==> src/rtl/latmem_pkg.sv <==
package latmem_pkg;

  typedef struct packed {
    logic reqPush;
    logic reqPop;
    logic issueStore;
    logic issueLoad;
    logic rspPush;
    logic rspPop;
  } ctlStrobes_t;

endpackage

==> src/rtl/latmem_ctrl.sv <==
module latmem_ctrl
  import latmem_pkg::*;
#(
  parameter int REQ_DEPTH  = 2,
  parameter int RESP_DEPTH = 4,
  parameter int LATENCY    = 3
) (
  input  logic clk,
  input  logic rst,
  input  logic reqValid,
  output logic reqReady,
  input  logic headLoad,
  input  logic rspReady,
  output logic rspValid,
  output ctlStrobes_t strobes,
  output logic [$clog2(REQ_DEPTH)-1:0]  reqWrPtr,
  output logic [$clog2(REQ_DEPTH)-1:0]  reqRdPtr,
  output logic [$clog2(RESP_DEPTH)-1:0] rspWrPtr,
  output logic [$clog2(RESP_DEPTH)-1:0] rspRdPtr
);

  localparam int RQ_AW = $clog2(REQ_DEPTH);
  localparam int RS_AW = $clog2(RESP_DEPTH);
  localparam int RQ_CW = $clog2(REQ_DEPTH + 1);
  localparam int RS_CW = $clog2(RESP_DEPTH + 1);
  localparam logic [RQ_CW-1:0] REQ_FULL  = RQ_CW'(REQ_DEPTH);
  localparam logic [RS_CW-1:0] RSP_FULL  = RS_CW'(RESP_DEPTH);
  localparam logic [RQ_CW-1:0] RQ_ONE    = RQ_CW'(1);
  localparam logic [RS_CW-1:0] RS_ONE    = RS_CW'(1);
  localparam logic [RQ_AW-1:0] RQ_PSTEP  = RQ_AW'(1);
  localparam logic [RS_AW-1:0] RS_PSTEP  = RS_AW'(1);

  logic [RQ_CW-1:0]   reqCount;
  logic [RS_CW-1:0]   rspCount;
  logic [RS_CW-1:0]   credits;
  logic [LATENCY-1:0] pipeValid;
  logic               canIssue;

  // request side
  assign reqReady         = (reqCount != REQ_FULL);
  assign strobes.reqPush  = reqValid && reqReady;

  // a load may leave the request queue only while a response slot is reserved for it
  assign canIssue           = (reqCount != '0) && (!headLoad || (credits < RSP_FULL));
  assign strobes.reqPop     = canIssue;
  assign strobes.issueLoad  = canIssue && headLoad;
  assign strobes.issueStore = canIssue && !headLoad;

  // response side
  assign strobes.rspPush = pipeValid[LATENCY-1];
  assign rspValid        = (rspCount != '0);
  assign strobes.rspPop  = rspValid && rspReady;

  always_ff @(posedge clk) begin
    if (rst) begin
      reqCount  <= '0;
      reqWrPtr  <= '0;
      reqRdPtr  <= '0;
      rspCount  <= '0;
      rspWrPtr  <= '0;
      rspRdPtr  <= '0;
      credits   <= '0;
      pipeValid <= '0;
    end else begin
      pipeValid <= {pipeValid[LATENCY-2:0], strobes.issueLoad};

      if (strobes.reqPush) reqWrPtr <= reqWrPtr + RQ_PSTEP;
      if (strobes.reqPop)  reqRdPtr <= reqRdPtr + RQ_PSTEP;
      case ({strobes.reqPush, strobes.reqPop})
        2'b10:   reqCount <= reqCount + RQ_ONE;
        2'b01:   reqCount <= reqCount - RQ_ONE;
        default: reqCount <= reqCount;
      endcase

      if (strobes.rspPush) rspWrPtr <= rspWrPtr + RS_PSTEP;
      if (strobes.rspPop)  rspRdPtr <= rspRdPtr + RS_PSTEP;
      case ({strobes.rspPush, strobes.rspPop})
        2'b10:   rspCount <= rspCount + RS_ONE;
        2'b01:   rspCount <= rspCount - RS_ONE;
        default: rspCount <= rspCount;
      endcase

      case ({strobes.issueLoad, strobes.rspPop})
        2'b10:   credits <= credits + RS_ONE;
        2'b01:   credits <= credits - RS_ONE;
        default: credits <= credits;
      endcase
    end
  end

  AST_CREDIT_LIMIT: assert property (@(posedge clk) disable iff (rst)
    credits <= RSP_FULL);
  AST_NO_RSP_OVERFLOW: assert property (@(posedge clk) disable iff (rst)
    strobes.rspPush |-> (rspCount != RSP_FULL) || strobes.rspPop);
  AST_NO_REQ_OVERFLOW: assert property (@(posedge clk) disable iff (rst)
    strobes.reqPush |-> (reqCount != REQ_FULL));
  AST_RSP_NEEDS_LOAD: assert property (@(posedge clk) disable iff (rst)
    strobes.rspPush |-> (credits != '0));
  AST_RSP_HOLD: assert property (@(posedge clk) disable iff (rst)
    rspValid && !rspReady |=> rspValid);

endmodule

==> src/rtl/latmem_dpath.sv <==
module latmem_dpath
  import latmem_pkg::*;
#(
  parameter int ADDR_W     = 6,
  parameter int DATA_W     = 16,
  parameter int REQ_DEPTH  = 2,
  parameter int RESP_DEPTH = 4,
  parameter int LATENCY    = 3
) (
  input  logic clk,
  input  logic rst,
  input  ctlStrobes_t strobes,
  input  logic [$clog2(REQ_DEPTH)-1:0]  reqWrPtr,
  input  logic [$clog2(REQ_DEPTH)-1:0]  reqRdPtr,
  input  logic [$clog2(RESP_DEPTH)-1:0] rspWrPtr,
  input  logic [$clog2(RESP_DEPTH)-1:0] rspRdPtr,
  input  logic              reqIsStore,
  input  logic [ADDR_W-1:0] reqAddr,
  input  logic [DATA_W-1:0] reqWrData,
  output logic              headLoad,
  input  logic              rspValid,
  input  logic              rspReady,
  output logic [DATA_W-1:0] rspData
);

  localparam int WORDS = 1 << ADDR_W;

  typedef struct packed {
    logic              isStore;
    logic [ADDR_W-1:0] addr;
    logic [DATA_W-1:0] data;
  } reqEntry_t;

  reqEntry_t         reqQ     [REQ_DEPTH];
  logic [DATA_W-1:0] memArray [WORDS];
  logic [DATA_W-1:0] pipeData [LATENCY];
  logic [DATA_W-1:0] rspQ     [RESP_DEPTH];
  reqEntry_t         head;

  assign head     = reqQ[reqRdPtr];
  assign headLoad = !head.isStore;
  assign rspData  = rspQ[rspRdPtr];

  always_ff @(posedge clk) begin
    if (strobes.reqPush) reqQ[reqWrPtr] <= '{isStore: reqIsStore, addr: reqAddr, data: reqWrData};
  end

  // storage array: one request applied per cycle, in acceptance order
  always_ff @(posedge clk) begin
    if (strobes.issueStore) memArray[head.addr] <= head.data;
  end

  always_ff @(posedge clk) begin
    pipeData[0] <= memArray[head.addr];
  end

  for (genvar g = 1; g < LATENCY; g++) begin : g_delay
    always_ff @(posedge clk) pipeData[g] <= pipeData[g-1];
  end

  always_ff @(posedge clk) begin
    if (strobes.rspPush) rspQ[rspWrPtr] <= pipeData[LATENCY-1];
  end

  AST_DATA_HOLD: assert property (@(posedge clk) disable iff (rst)
    rspValid && !rspReady |=> $stable(rspData));

endmodule

==> src/rtl/latmem.sv <==
module latmem
  import latmem_pkg::*;
#(
  parameter int ADDR_W     = 6,
  parameter int DATA_W     = 16,
  parameter int REQ_DEPTH  = 2,
  parameter int RESP_DEPTH = 4,
  parameter int LATENCY    = 3
) (
  input  logic              clk,
  input  logic              rst,
  input  logic              reqValid,
  output logic              reqReady,
  input  logic              reqIsStore,
  input  logic [ADDR_W-1:0] reqAddr,
  input  logic [DATA_W-1:0] reqWrData,
  output logic              rspValid,
  input  logic              rspReady,
  output logic [DATA_W-1:0] rspData
);

  localparam int RQ_AW = $clog2(REQ_DEPTH);
  localparam int RS_AW = $clog2(RESP_DEPTH);

  ctlStrobes_t      strobes;
  logic             headLoad;
  logic [RQ_AW-1:0] reqWrPtr, reqRdPtr;
  logic [RS_AW-1:0] rspWrPtr, rspRdPtr;

  latmem_ctrl #(
    .REQ_DEPTH(REQ_DEPTH), .RESP_DEPTH(RESP_DEPTH), .LATENCY(LATENCY)
  ) u_ctrl (
    .clk(clk), .rst(rst), .reqValid(reqValid), .reqReady(reqReady),
    .headLoad(headLoad), .rspReady(rspReady), .rspValid(rspValid),
    .strobes(strobes), .reqWrPtr(reqWrPtr), .reqRdPtr(reqRdPtr),
    .rspWrPtr(rspWrPtr), .rspRdPtr(rspRdPtr)
  );

  latmem_dpath #(
    .ADDR_W(ADDR_W), .DATA_W(DATA_W), .REQ_DEPTH(REQ_DEPTH),
    .RESP_DEPTH(RESP_DEPTH), .LATENCY(LATENCY)
  ) u_dpath (
    .clk(clk), .rst(rst), .strobes(strobes),
    .reqWrPtr(reqWrPtr), .reqRdPtr(reqRdPtr),
    .rspWrPtr(rspWrPtr), .rspRdPtr(rspRdPtr),
    .reqIsStore(reqIsStore), .reqAddr(reqAddr), .reqWrData(reqWrData),
    .headLoad(headLoad), .rspValid(rspValid), .rspReady(rspReady),
    .rspData(rspData)
  );

endmodule

==> config.mk <==
export PLATFORM = sky130hd
export DESIGN_NAME = latmem
export DESIGN_NICKNAME = d
export VERILOG_FILES = /design/src/rtl/latmem_pkg.sv /design/src/rtl/latmem_ctrl.sv /design/src/rtl/latmem_dpath.sv /design/src/rtl/latmem.sv
export SDC_FILE = /design/constraint.sdc
export NUM_CORES = 1
export LEC_CHECK = 0
export ABC_AREA = 1
export BUFFER_PORTS_ARGS = -buffer_cell sky130_fd_sc_hd__buf_4
export CAP_MARGIN = 10
export CELL_PAD_IN_SITES_DETAIL_PLACEMENT = 0
export CELL_PAD_IN_SITES_GLOBAL_PLACEMENT = 1
export CORE_MARGIN = 4
export CORE_UTILIZATION = 46
export CTS_CLUSTER_SIZE = 24
export DETAILED_ROUTE_END_ITERATION = 7
export GPL_TIMING_DRIVEN = 1
export PLACE_DENSITY_LB_ADDON = 0.05
export SLEW_MARGIN = 5
export SYNTH_ARGS = -nofsm -noshare
export SYNTH_HDL_FRONTEND = slang
export SYNTH_SLANG_ARGS = --single-unit
==> constraint.sdc <==
create_clock -name clk -period 2.6 [get_ports clk]
set_input_delay 0.13 -clock clk [delete_from_list [all_inputs] [get_ports clk]]
set_output_delay 0.13 -clock clk [all_outputs]
set_load 0.01 [all_outputs]
==> impl_metrics.json <==
{
  "status": "complete, no violations",
  "cts_post_setup_buffers_inserted": 0,
  "max_slew.worst_pin.slew_ns": 0.940,
  "worstReg2RegEnd": "u_dpath.pipeData[0][1]",
  "r2r_cells": 14,
  "rsz0062_at_grt": "false",
  "slew_violations": 0,
  "setup_tns_ns": 0,
  "cts-htree-levels": 4,
  "synth_seq_cells": 1202,
  "critPathMaxFanout": 25,
  "crit_type": "reg -> out",
  "fin_crit_sh_pct": 94.9,
  "die_x_um": 336,
  "post_drt_wl_per_cell_um": 21.9,
  "period_minus_slack_ns": 2.47,
  "slew_headroom_pct": 37.3,
  "endpoint": "rspData[11]",
  "synth_cells": 4712,
  "initial_utilization_pct": 46.3,
  "crit_path_end_kind": "output port",
  "drtAntennaViolNets": 0,
  "cts_tree": "done",
  "dp_worst_setup_slack_ns": -0.288,
  "critPathRequiredTime_ns": 2.47,
  "syn-num-nets": 4748,
  "r2r_setup_slack_ns": 0.13,
  "dpl.hpwl_um": 83400,
  "cts_buffers": 134,
  "num_rows": 120,
  "avgSynthCellArea_sq_um": 10.5,
  "vias": 33000,
  "ys.flop_type": "edfxtp_1",
  "grt_overflow": 0,
  "setup_violations": 0,
  "fmax_mhz": 405,
  "drive_gt1_share_pct": 10.7,
  "antenna_found_initial": 3,
  "grt_max_degree": 65,
  "grt_pass1_wl_um": 210000,
  "io_buffers": 44,
  "layout_setup_ws_ns": 0.133,
  "die_h_um": 336,
  "fin_nets": 4975,
  "first_pass_iters": 5,
  "powerDensity_nw_per_um2": 1140,
  "ios": 45,
  "routabilityCongestion": 0.793,
  "startpoint_type": "register",
  "areaGrowthSynthToFinish_pct": 18.5,
  "drc": 0,
  "synth-edff-count": 1134,
  "viasPerCell": 5.11,
  "die_area_sq_um": 113000,
  "hold_ws_ns": 0.123,
  "clk_path_buf_depth": 3,
  "grt.total_usage_pct": 25.2,
  "syn_area_sq_um": 49500,
  "grt_pass1_vias": 32000,
  "hold_class": "in -> reg",
  "hold_viol": 0,
  "clk_pin_slew_ns": 0.06,
  "ys_types": 28,
  "num-fill-cells": 9389,
  "root_buffer": "clkbuf_16",
  "skew_ns": 0.0250,
  "async_flop_share_pct": 0,
  "ys_seq_area_share_pct": 71.6,
  "yosys_warnings": 0,
  "cp.arrival_ns": 2.34,
  "clk_latency_ns": 0.74,
  "drt_iter0_drc": 2682,
  "drv_cap": 0,
  "leakage_nw": 24.1,
  "routed_wl_um": 142000,
  "coreArea_sq_um": 107000,
  "numClockSinks": 1202,
  "vdd_drop_max_v": 0.000752
}
==> worst min-delay path by stage <==
| stage | start | end | depth (start not counted) |
|---|---|---|---|
| floorplan | rst | u_ctrl.pipeValid[1] | 1 |
| global placement | u_dpath.pipeData[0][17] | u_dpath.pipeData[0][33] | 0 |
| detailed placement | u_dpath.pipeData[0][17] | u_dpath.pipeData[0][33] | 0 |
| CTS | reqWrData[13] | u_dpath.reqQ[0][13] | 2 |
| global route | reqWrData[13] | u_dpath.reqQ[1][13] | 2 |
| finish | reqWrData[13] | u_dpath.reqQ[0][13] | 2 |
==> synth_stat cells, types with 2 or more instances <==
master	n	share of area, %
nand3_1	222	2.2
o21ai_0	50	0.51
o22ai_1	16	0.20
nand2_2	3	0.038
buf_2	155	1.6
edfxtp_1	1134	69
nor2_1	142	1.1
o21ai_4	2	0.066
ha_1	7	0.18
nor3_4	7	0.23
inv_1	63	0.48
clkbuf_1	58	0.44
or2_4	2	0.035
nand2_1	2723	21
fa_1	2	0.081
buf_1	14	0.11
buf_6	5	0.11
buf_4	3	0.046
dfxtp_1	68	2.8
inv_4	2	0.025
a21oi_1	19	0.19
inv_2	9	0.068
==> routing by layer <==
metal	vias to the layer above	part of all wire, %	GRT usage [%]
met5	-	0	0
met3	185	5.4	3.57
met4	0	2.3	6.91
li1	16000	-	-
met1	16000	45	35.5
met2	884	48	41.3
==> power by group <==
group	internal, mW	switching [mW]	total, mW
sequential	24.5	0.453	25.0
clock	10.6	7.51	18.1
combinational	6.73	17.1	23.8
==> what timing repair did <==
action	CTS	global route
hold buffers	26	0
gates resized for setup	7	15
cloned	0	2
setup endpoints to repair	31	25
hold endpoints to repair	66	0
pin swaps	0	1
==> sequential cells by signal, summed over array words and instances, names as in the netlist, named ones only <==
register          flops
u_ctrl.credits        3
u_ctrl.pipeValid      3
u_ctrl.reqCount       2
u_ctrl.reqRdPtr       1
u_ctrl.reqWrPtr       1
u_ctrl.rspCount       3
u_ctrl.rspRdPtr       2
u_ctrl.rspWrPtr       2
u_dpath.memArray   1024
u_dpath.pipeData     48
u_dpath.reqQ         46
u_dpath.rspQ         64
==> through the flow <==
step           util [%]  area, sq um  power (mW)  instances
6_report           54.9        58700        66.9       6453
5_1_grt            54.9        58700        70.7       6452
4_1_cts            54.8        58600        67.3       6450
3_5_place_dp       50.6        54100        49.1       6178
3_3_place_gp       50.6        54100        49.0       6178
2_1_floorplan         -        49500        38.1       4712
==> cell usage in the layout (no fill, tap or decap), types with 7 or more instances in the layout <==
cell and n:
nand2_1 2700, edfxtp_1 1134, nand3_1 222, buf_4 172
clkbuf_16 142, nor2_1 130, buf_12 122, dfxtp_1 67
inv_1 63, o21ai_0 49, clkbuf_1 39, clkinv_1 29
dlygate4sd3_1 26, a21oi_1 19, o22ai_1 16, clkinv_2 14
nand2_2 13, nand2_4 13, inv_2 8, nor2_2 8
nor3_4 7, ha_1 7
==> area by class of cell <==
class | instances | area [sq um] | share of cell area [%]
Tap cell | 1403 | 1760 | 2.99
Clock inverter | 62 | 498 | 0.849
Timing Repair Buffer | 326 | 4140 | 7.05
Multi-Input combinational cell | 3201 | 12800 | 21.9
Clock buffer | 184 | 3720 | 6.34
Sequential cell | 1202 | 35400 | 60.4
Antenna cell | 1 | 2.50 | 0.00427
Inverter | 74 | 290 | 0.495
==> kinds of logic after synthesis <==
kind of cell | share of synthesized area (%)
flip-flops | 71.6
adder cells (fa/ha/maj) | 0.258
AO/OA/AOI/OAI | 0.966
AND/OR/NAND/NOR | 24.4
buffers and inverters | 2.84
==> critical path, stage by stage, from the launching register on <==
cell and delay [ns]:
dfxtp_1 0.31, inv_1 0.58, buf_4 0.28, o21ai_0 0.08
o22ai_1 0.19, buf_4 0.16
Power figures use the tool's default switching activity.
